--- src/rtl/wdw_pkg.sv ---
// Package: shared register addresses and the decoded write type for the
// window watchdog supervisor. Assumes a two-bit register address space.
package wdw_pkg;

    localparam int ADDR_W = 2;
    localparam int SEL_W  = 2;

    localparam logic [ADDR_W-1:0] ADDR_MODE = 2'd0;
    localparam logic [ADDR_W-1:0] ADDR_SVC  = 2'd1;

    // One decoded bus write, already qualified by the reset state.
    typedef struct packed {
        logic mode_wr;
        logic svc_wr;
    } wr_dec_t;

endpackage

--- src/rtl/wdw_regs.sv ---
// Module: register bank. Holds the safe-mode bit and the period select and
// produces the service request strobe. Assumes one-cycle write strobes.
// Every write is dropped while a reset pulse is active (hold high), and a
// reset pulse sets both registers back to their defaults.
module wdw_regs
    import wdw_pkg::*;
#(
    parameter int DATA_W = 8
) (
    input  logic              clk,
    input  logic              rst_n,
    input  logic              hold,
    input  logic              bus_wr,
    input  logic [ADDR_W-1:0] bus_addr,
    input  logic [DATA_W-1:0] bus_wdata,
    input  logic              svc_ok,
    output logic              safe,
    output logic [SEL_W-1:0]  sel,
    output logic              svc_req
);

    wr_dec_t    dec;
    logic       safe_q;
    logic [SEL_W-1:0] sel_q;
    logic       unused_hi;

    // Decode the write and suppress it while reset is being driven.
    always_comb begin
        dec.mode_wr = bus_wr && !hold && (bus_addr == ADDR_MODE);
        dec.svc_wr  = bus_wr && !hold && (bus_addr == ADDR_SVC);
    end

    // Upper data bits carry no function.
    assign unused_hi = ^bus_wdata[DATA_W-1:SEL_W];

    // Update the mode bit and period select; defaults after any reset pulse.
    always_ff @(posedge clk) begin
        if (!rst_n || hold) begin
            safe_q <= 1'b0;
            sel_q  <= '0;
        end else begin
            if (dec.mode_wr) begin
                safe_q <= bus_wdata[0];
            end
            if (svc_ok) begin
                sel_q <= bus_wdata[SEL_W-1:0];
            end
        end
    end

    assign safe    = safe_q;
    assign sel     = sel_q;
    assign svc_req = dec.svc_wr;

endmodule

--- src/rtl/wdw_window.sv ---
// Module: window counter. Counts the watchdog period and tells apart a
// service in the open half from one in the closed half. It also flags a
// timeout at the end of the period. Assumes PERIOD_BASE is even and at
// least 2, and that CNT_W can hold PERIOD_BASE*8-1.
module wdw_window
    import wdw_pkg::*;
#(
    parameter int PERIOD_BASE = 32,
    parameter int CNT_W       = 8
) (
    input  logic             clk,
    input  logic             rst_n,
    input  logic             hold,
    input  logic [SEL_W-1:0] sel,
    input  logic             svc_req,
    output logic             svc_ok,
    output logic             wd_fault
);

    localparam int NSEL = 1 << SEL_W;

    logic [CNT_W-1:0] last_tbl [NSEL];
    logic [CNT_W-1:0] half_tbl [NSEL];
    logic [CNT_W-1:0] cnt_q;
    logic             at_end;
    logic             is_open;

    // One period entry per select value.
    for (genvar g = 0; g < NSEL; g++) begin : g_per
        assign last_tbl[g] = CNT_W'((PERIOD_BASE << g) - 1);
        assign half_tbl[g] = CNT_W'((PERIOD_BASE << g) / 2);
    end

    // Window position relative to the selected period.
    always_comb begin
        at_end  = (cnt_q == last_tbl[sel]);
        is_open = (cnt_q >= half_tbl[sel]);
    end

    // Advance the count; restart on any service, fault or reset pulse.
    always_ff @(posedge clk) begin
        if (!rst_n || hold) begin
            cnt_q <= '0;
        end else if (svc_req || at_end) begin
            cnt_q <= '0;
        end else begin
            cnt_q <= cnt_q + 1'b1;
        end
    end

    assign svc_ok   = !hold && svc_req && is_open;
    assign wd_fault = !hold && ((svc_req && !is_open) || (at_end && !svc_req));

endmodule

--- src/rtl/wdw_rst_ctl.sv ---
// Module: reset and fault-flag control. Stretches every reset cause to
// RST_CYCLES edges and tracks the watchdog fault flag. Power-on and wake
// pulses hold both outputs low. A supply pulse touches only the reset line.
// Assumes its inputs are synchronous to clk.
module wdw_rst_ctl #(
    parameter int RST_CYCLES = 16,
    parameter int RST_W      = 5
) (
    input  logic clk,
    input  logic rst_n,
    input  logic supply_ok,
    input  logic wake_evt,
    input  logic wd_fault,
    input  logic safe,
    input  logic svc_ok,
    output logic rst_act,
    output logic rst_out_n,
    output logic wdf_n
);

    localparam logic [RST_W-1:0] CNT_LAST = RST_W'(RST_CYCLES - 1);

    logic             act_q;
    logic             start_q;
    logic             fault_q;
    logic [RST_W-1:0] cnt_q;

    // Start, stretch and end reset pulses; keep the fault flag up to date.
    always_ff @(posedge clk) begin
        if (!rst_n) begin
            act_q   <= 1'b1;
            start_q <= 1'b1;
            fault_q <= 1'b0;
            cnt_q   <= '0;
        end else begin
            if (!supply_ok) begin
                act_q <= 1'b1;
                cnt_q <= '0;
            end else if (wake_evt) begin
                act_q   <= 1'b1;
                start_q <= 1'b1;
                cnt_q   <= '0;
            end else if (wd_fault && !safe) begin
                act_q <= 1'b1;
                cnt_q <= '0;
            end else if (act_q) begin
                if (cnt_q == CNT_LAST) begin
                    act_q   <= 1'b0;
                    start_q <= 1'b0;
                end else begin
                    cnt_q <= cnt_q + 1'b1;
                end
            end

            if (wake_evt) begin
                fault_q <= 1'b0;
            end else if (wd_fault) begin
                fault_q <= 1'b1;
            end else if (svc_ok) begin
                fault_q <= 1'b0;
            end
        end
    end

    assign rst_act   = act_q;
    assign rst_out_n = !act_q;
    assign wdf_n     = !(fault_q || start_q);

endmodule

--- src/rtl/wdw_supervisor.sv ---
// Module: top of the window watchdog supervisor. Connects the register
// bank, the window counter and the reset control. Assumes all inputs are
// synchronous to clk and that bus writes are one-cycle strobes.
module wdw_supervisor
    import wdw_pkg::*;
#(
    parameter int PERIOD_BASE = 32,
    parameter int RST_CYCLES  = 16,
    parameter int DATA_W      = 8
) (
    input  logic              clk,
    input  logic              rst_n,
    input  logic              supply_ok,
    input  logic              wake_evt,
    input  logic              bus_wr,
    input  logic [1:0]        bus_addr,
    input  logic [DATA_W-1:0] bus_wdata,
    output logic              rst_out_n,
    output logic              wdf_n
);

    localparam int CNT_W = $clog2(PERIOD_BASE * 8);
    localparam int RST_W = $clog2(RST_CYCLES + 1);

    logic             rst_act;
    logic             safe_q;
    logic [SEL_W-1:0] sel_q;
    logic             svc_req;
    logic             svc_ok;
    logic             wd_fault;

    wdw_regs #(
        .DATA_W(DATA_W)
    ) regs_i (
        .clk      (clk),
        .rst_n    (rst_n),
        .hold     (rst_act),
        .bus_wr   (bus_wr),
        .bus_addr (bus_addr),
        .bus_wdata(bus_wdata),
        .svc_ok   (svc_ok),
        .safe     (safe_q),
        .sel      (sel_q),
        .svc_req  (svc_req)
    );

    wdw_window #(
        .PERIOD_BASE(PERIOD_BASE),
        .CNT_W      (CNT_W)
    ) win_i (
        .clk     (clk),
        .rst_n   (rst_n),
        .hold    (rst_act),
        .sel     (sel_q),
        .svc_req (svc_req),
        .svc_ok  (svc_ok),
        .wd_fault(wd_fault)
    );

    wdw_rst_ctl #(
        .RST_CYCLES(RST_CYCLES),
        .RST_W     (RST_W)
    ) rctl_i (
        .clk      (clk),
        .rst_n    (rst_n),
        .supply_ok(supply_ok),
        .wake_evt (wake_evt),
        .wd_fault (wd_fault),
        .safe     (safe_q),
        .svc_ok   (svc_ok),
        .rst_act  (rst_act),
        .rst_out_n(rst_out_n),
        .wdf_n    (wdf_n)
    );

endmodule

--- config.mk ---
export PLATFORM = sky130hd
export DESIGN_NAME = wdw_supervisor
export DESIGN_NICKNAME = d
export VERILOG_FILES = /design/src/rtl/wdw_pkg.sv /design/src/rtl/wdw_regs.sv /design/src/rtl/wdw_window.sv /design/src/rtl/wdw_rst_ctl.sv /design/src/rtl/wdw_supervisor.sv
export SDC_FILE = /design/constraint.sdc
export NUM_CORES = 1
export LEC_CHECK = 0
export BUFFER_PORTS_ARGS = -buffer_cell sky130_fd_sc_hd__buf_2
export CAP_MARGIN = 20
export CORE_MARGIN = 2
export CORE_UTILIZATION = 45
export CTS_BUF_LIST = sky130_fd_sc_hd__clkbuf_8
export CTS_CLUSTER_DIAMETER = 50
export DETAILED_ROUTE_END_ITERATION = 16
export PLACE_DENSITY = 0.7
export SLEW_MARGIN = 40
export SYNTH_ARGS = -nofsm -noshare
export SYNTH_HDL_FRONTEND = slang
export SYNTH_HIERARCHICAL = 1
export SYNTH_SLANG_ARGS = --single-unit
--- constraint.sdc ---
create_clock -name clk -period 2.9 [get_ports clk]
set_clock_uncertainty 0.2 [all_clocks]
set_input_delay 0.58 -clock clk [delete_from_list [all_inputs] [get_ports clk]]
set_output_delay 0.58 -clock clk [all_outputs]
set_load 0.01 [all_outputs]
==> impl_metrics.tcl <==
set metrics [dict create \
    power_density_mw_per_mm2 387 \
    yosysTopAreaCell "dfxtp_1" \
    max_freq_mhz 404 \
    yosysTopAreaCellShare 0.364 \
    ys_seq_area_frac 0.364 \
    rsz0062_at_grt "no" \
    hold_viol 0 \
    drtIter0Drc 10 \
    relSlewSlack 0.689 \
    final_nets 152 \
    h-tree-depth 1 \
    async_flop_share 0 \
    yosys_register_bits 19 \
    worstSetupPathType "reg -> reg" \
    wl_per_cell_um 12.2 \
    final_common_cell "dfxtp_1" \
    ioPinCount 17 \
    final_cell_mix "19 x dfxtp_1, 10 x buf_2, 10 x nor2_1, 8 x nand2_1, 8 x ha_1" \
    max-vdd-ir-drop_uv 353 \
    multi_input_area_um2 639 \
    finalMaxSlewViolations 0 \
    synth_area_leaders "dfxtp_1 36%, ha_1 9.6%, nand2b_1 3.6%" \
    tns_ps 0 \
    portBuffers 10 \
    crit_path_start_kind "register" \
    synth_edf_count 0 \
    gp_congestion 0.723 \
    hp-class "reg -> reg" \
    cts_setup_buffers 0 \
    drcViolationCount 0 \
    synth_warnings 6 \
    final_cells 156 \
    hpwlAfterDp_mm 1.49 \
    ant_nets 0 \
    arrival_ps 2430 \
    syn_avg_cell_area_um2 9.18 \
    first_pass_iters 4 \
    antenna_found_initial 0 \
    cts_resized 0 \
    p_comb_frac 0.026 \
    finalSetupViolCount 0 \
    vias 847 \
    clk_path_buf_depth 2 \
    min_path_cells 2 \
    reg2reg_depth 8 \
    r2r_slack_ps 420 \
    cts_hold_buf 0 \
    track_usage 0.169 \
    antenna_cells 0 \
    dp_cells 152 \
    timing.final.crit_share 0.854 \
    syn_inst 114 \
    endpoint_kind "register" \
    intPower_mw 0.363 \
    viasPerCell 5.43 \
    core_mm2 0.00221 \
    synth.distinct_cells 35 \
    clock-sinks 19 \
    fin_crit_ps 2480 \
    clk_latency_ps 260 \
    worst_pin_slew_ps 467 \
    syn_area_mm2 0.00105 \
    grt_max_degree 14 \
    die_w_um 52.2 \
    die_area_mm2 0.00273 \
    drive_above_1_share 0.172 \
    areaGrowthSynthToFinish_pct 12.6 \
    p_sw_mw 0.0930 \
    worst-path-max-fanout 8 \
    start_util 0.473 \
    grt_pass1_wl_mm 3.35 \
    syn-num-nets 137 \
    p_clk_frac 0.399 \
    cap_violations 0 \
    seqCellArea_um2 380 \
    grt_pass1_vias 815 \
    pwr-share-seq 0.575 \
    cts_inserted_buffers 3 \
    synth_ff_type "dfxtp_1" \
    fill_cells 225 \
    power_leakage_nw 0.419 \
    wl_mm 1.91 \
    swShare 0.204 \
    grt-ovfl-total 0 \
    clk_pin_slew_ps 70 \
    status "finished clean" \
    cts_root_buffer "clkbuf_8" \
    cp.required_ps 2850 \
    cts_tree "built" \
    die_y_um 52.2 \
    fp-row-count 17 \
]
-- state kept, by name, summed over array words and instances, names as in the netlist --
signal and flops:
regs_i/sel 2, win_i/cnt_q 8, rctl_i/cnt_q 5, rctl_i/rst_act 1
regs_i/safe 1, rctl_i/fault_q 1, rctl_i/start_q 1
-- power groups by stage --
| stage | logic, mW | registers, mW | clock network [mW] |
|---|---|---|---|
| finish | 0.0118 | 0.262 | 0.182 |
| global placement | 0.0114 | 0.268 | 0 |
| CTS | 0.0118 | 0.262 | 0.188 |
| global route | 0.0132 | 0.262 | 0.200 |
| floorplan | 0.00358 | 0.268 | 0 |
| detailed placement | 0.0117 | 0.268 | 0 |
-- per-stage QoR --
stage	total power [mW]	utilization	hold slack (ps)	setup slack, ps	cell area [um^2]
finish	0.456	0.532	290	425	1180
CTS	0.462	0.532	298	390	1180
global route	0.476	0.532	303	226	1180
detailed placement	0.280	0.511	286	415	1130
global placement	0.280	0.511	265	483	1130
floorplan	0.272	-	254	756	1050
-- critical path: stages (launching register included) --
cell and delay, ps:
dfxtp_1 470, nand2_1 100, ha_1 340, nand4b_1 110
o31ai_1 300, o32ai_1 170, nand2b_1 130, nand4b_1 270
or2b_1 300
-- per-layer routing --
metal	share of wire	vias up	global-route usage
met5	0	-	0
met4	0.025	0	0.103
met3	0.027	5	0.0343
met2	0.49	9	0.297
met1	0.46	395	0.184
li1	-	438	-
-- worst paths after layout --
kind                        start         endpoint
setup / recovery    regs_i/sel[1]   rctl_i/rst_act
hold / removal    rctl_i/cnt_q[1]  rctl_i/cnt_q[1]
setup reg to reg    regs_i/sel[1]   rctl_i/rst_act
hold reg to reg   rctl_i/cnt_q[1]  rctl_i/cnt_q[1]
-- kinds of logic after synthesis --
| family | after synthesis | synth area share |
|---|---|---|
| AO/OA/AOI/OAI | 20 | 0.157 |
| AND/OR/NAND/NOR | 51 | 0.280 |
| multiplexers | 3 | 0.0287 |
| adder cells (fa/ha/maj) | 8 | 0.0957 |
| XOR/XNOR | 6 | 0.0502 |
| flip-flops | 19 | 0.364 |
| buffers and inverters | 7 | 0.0251 |
-- cells in the mapped netlist (all sizes together), types with 2 or more instances --
library cell	n
dfxtp	19
nor2	10
ha	8
nand2	8
inv	7
nand2b	6
o21ai	5
or3	5
a211oi	4
a21oi	4
nand3	4
nor3	4
mux2i	3
nand3b	3
xnor2	3
xor2	3
nand4	2
nand4b	2
-- layout make-up --
cell class	instances	area share
multi-input cells	88	0.543
flip-flops and latches	19	0.323
repair buffers	10	0.0425
clock buffers	3	0.0351
well taps	28	0.0298
inverters	7	0.0223
clock inverters	1	0.00425
No activity file was read; power rests on OpenSTA's default activity.
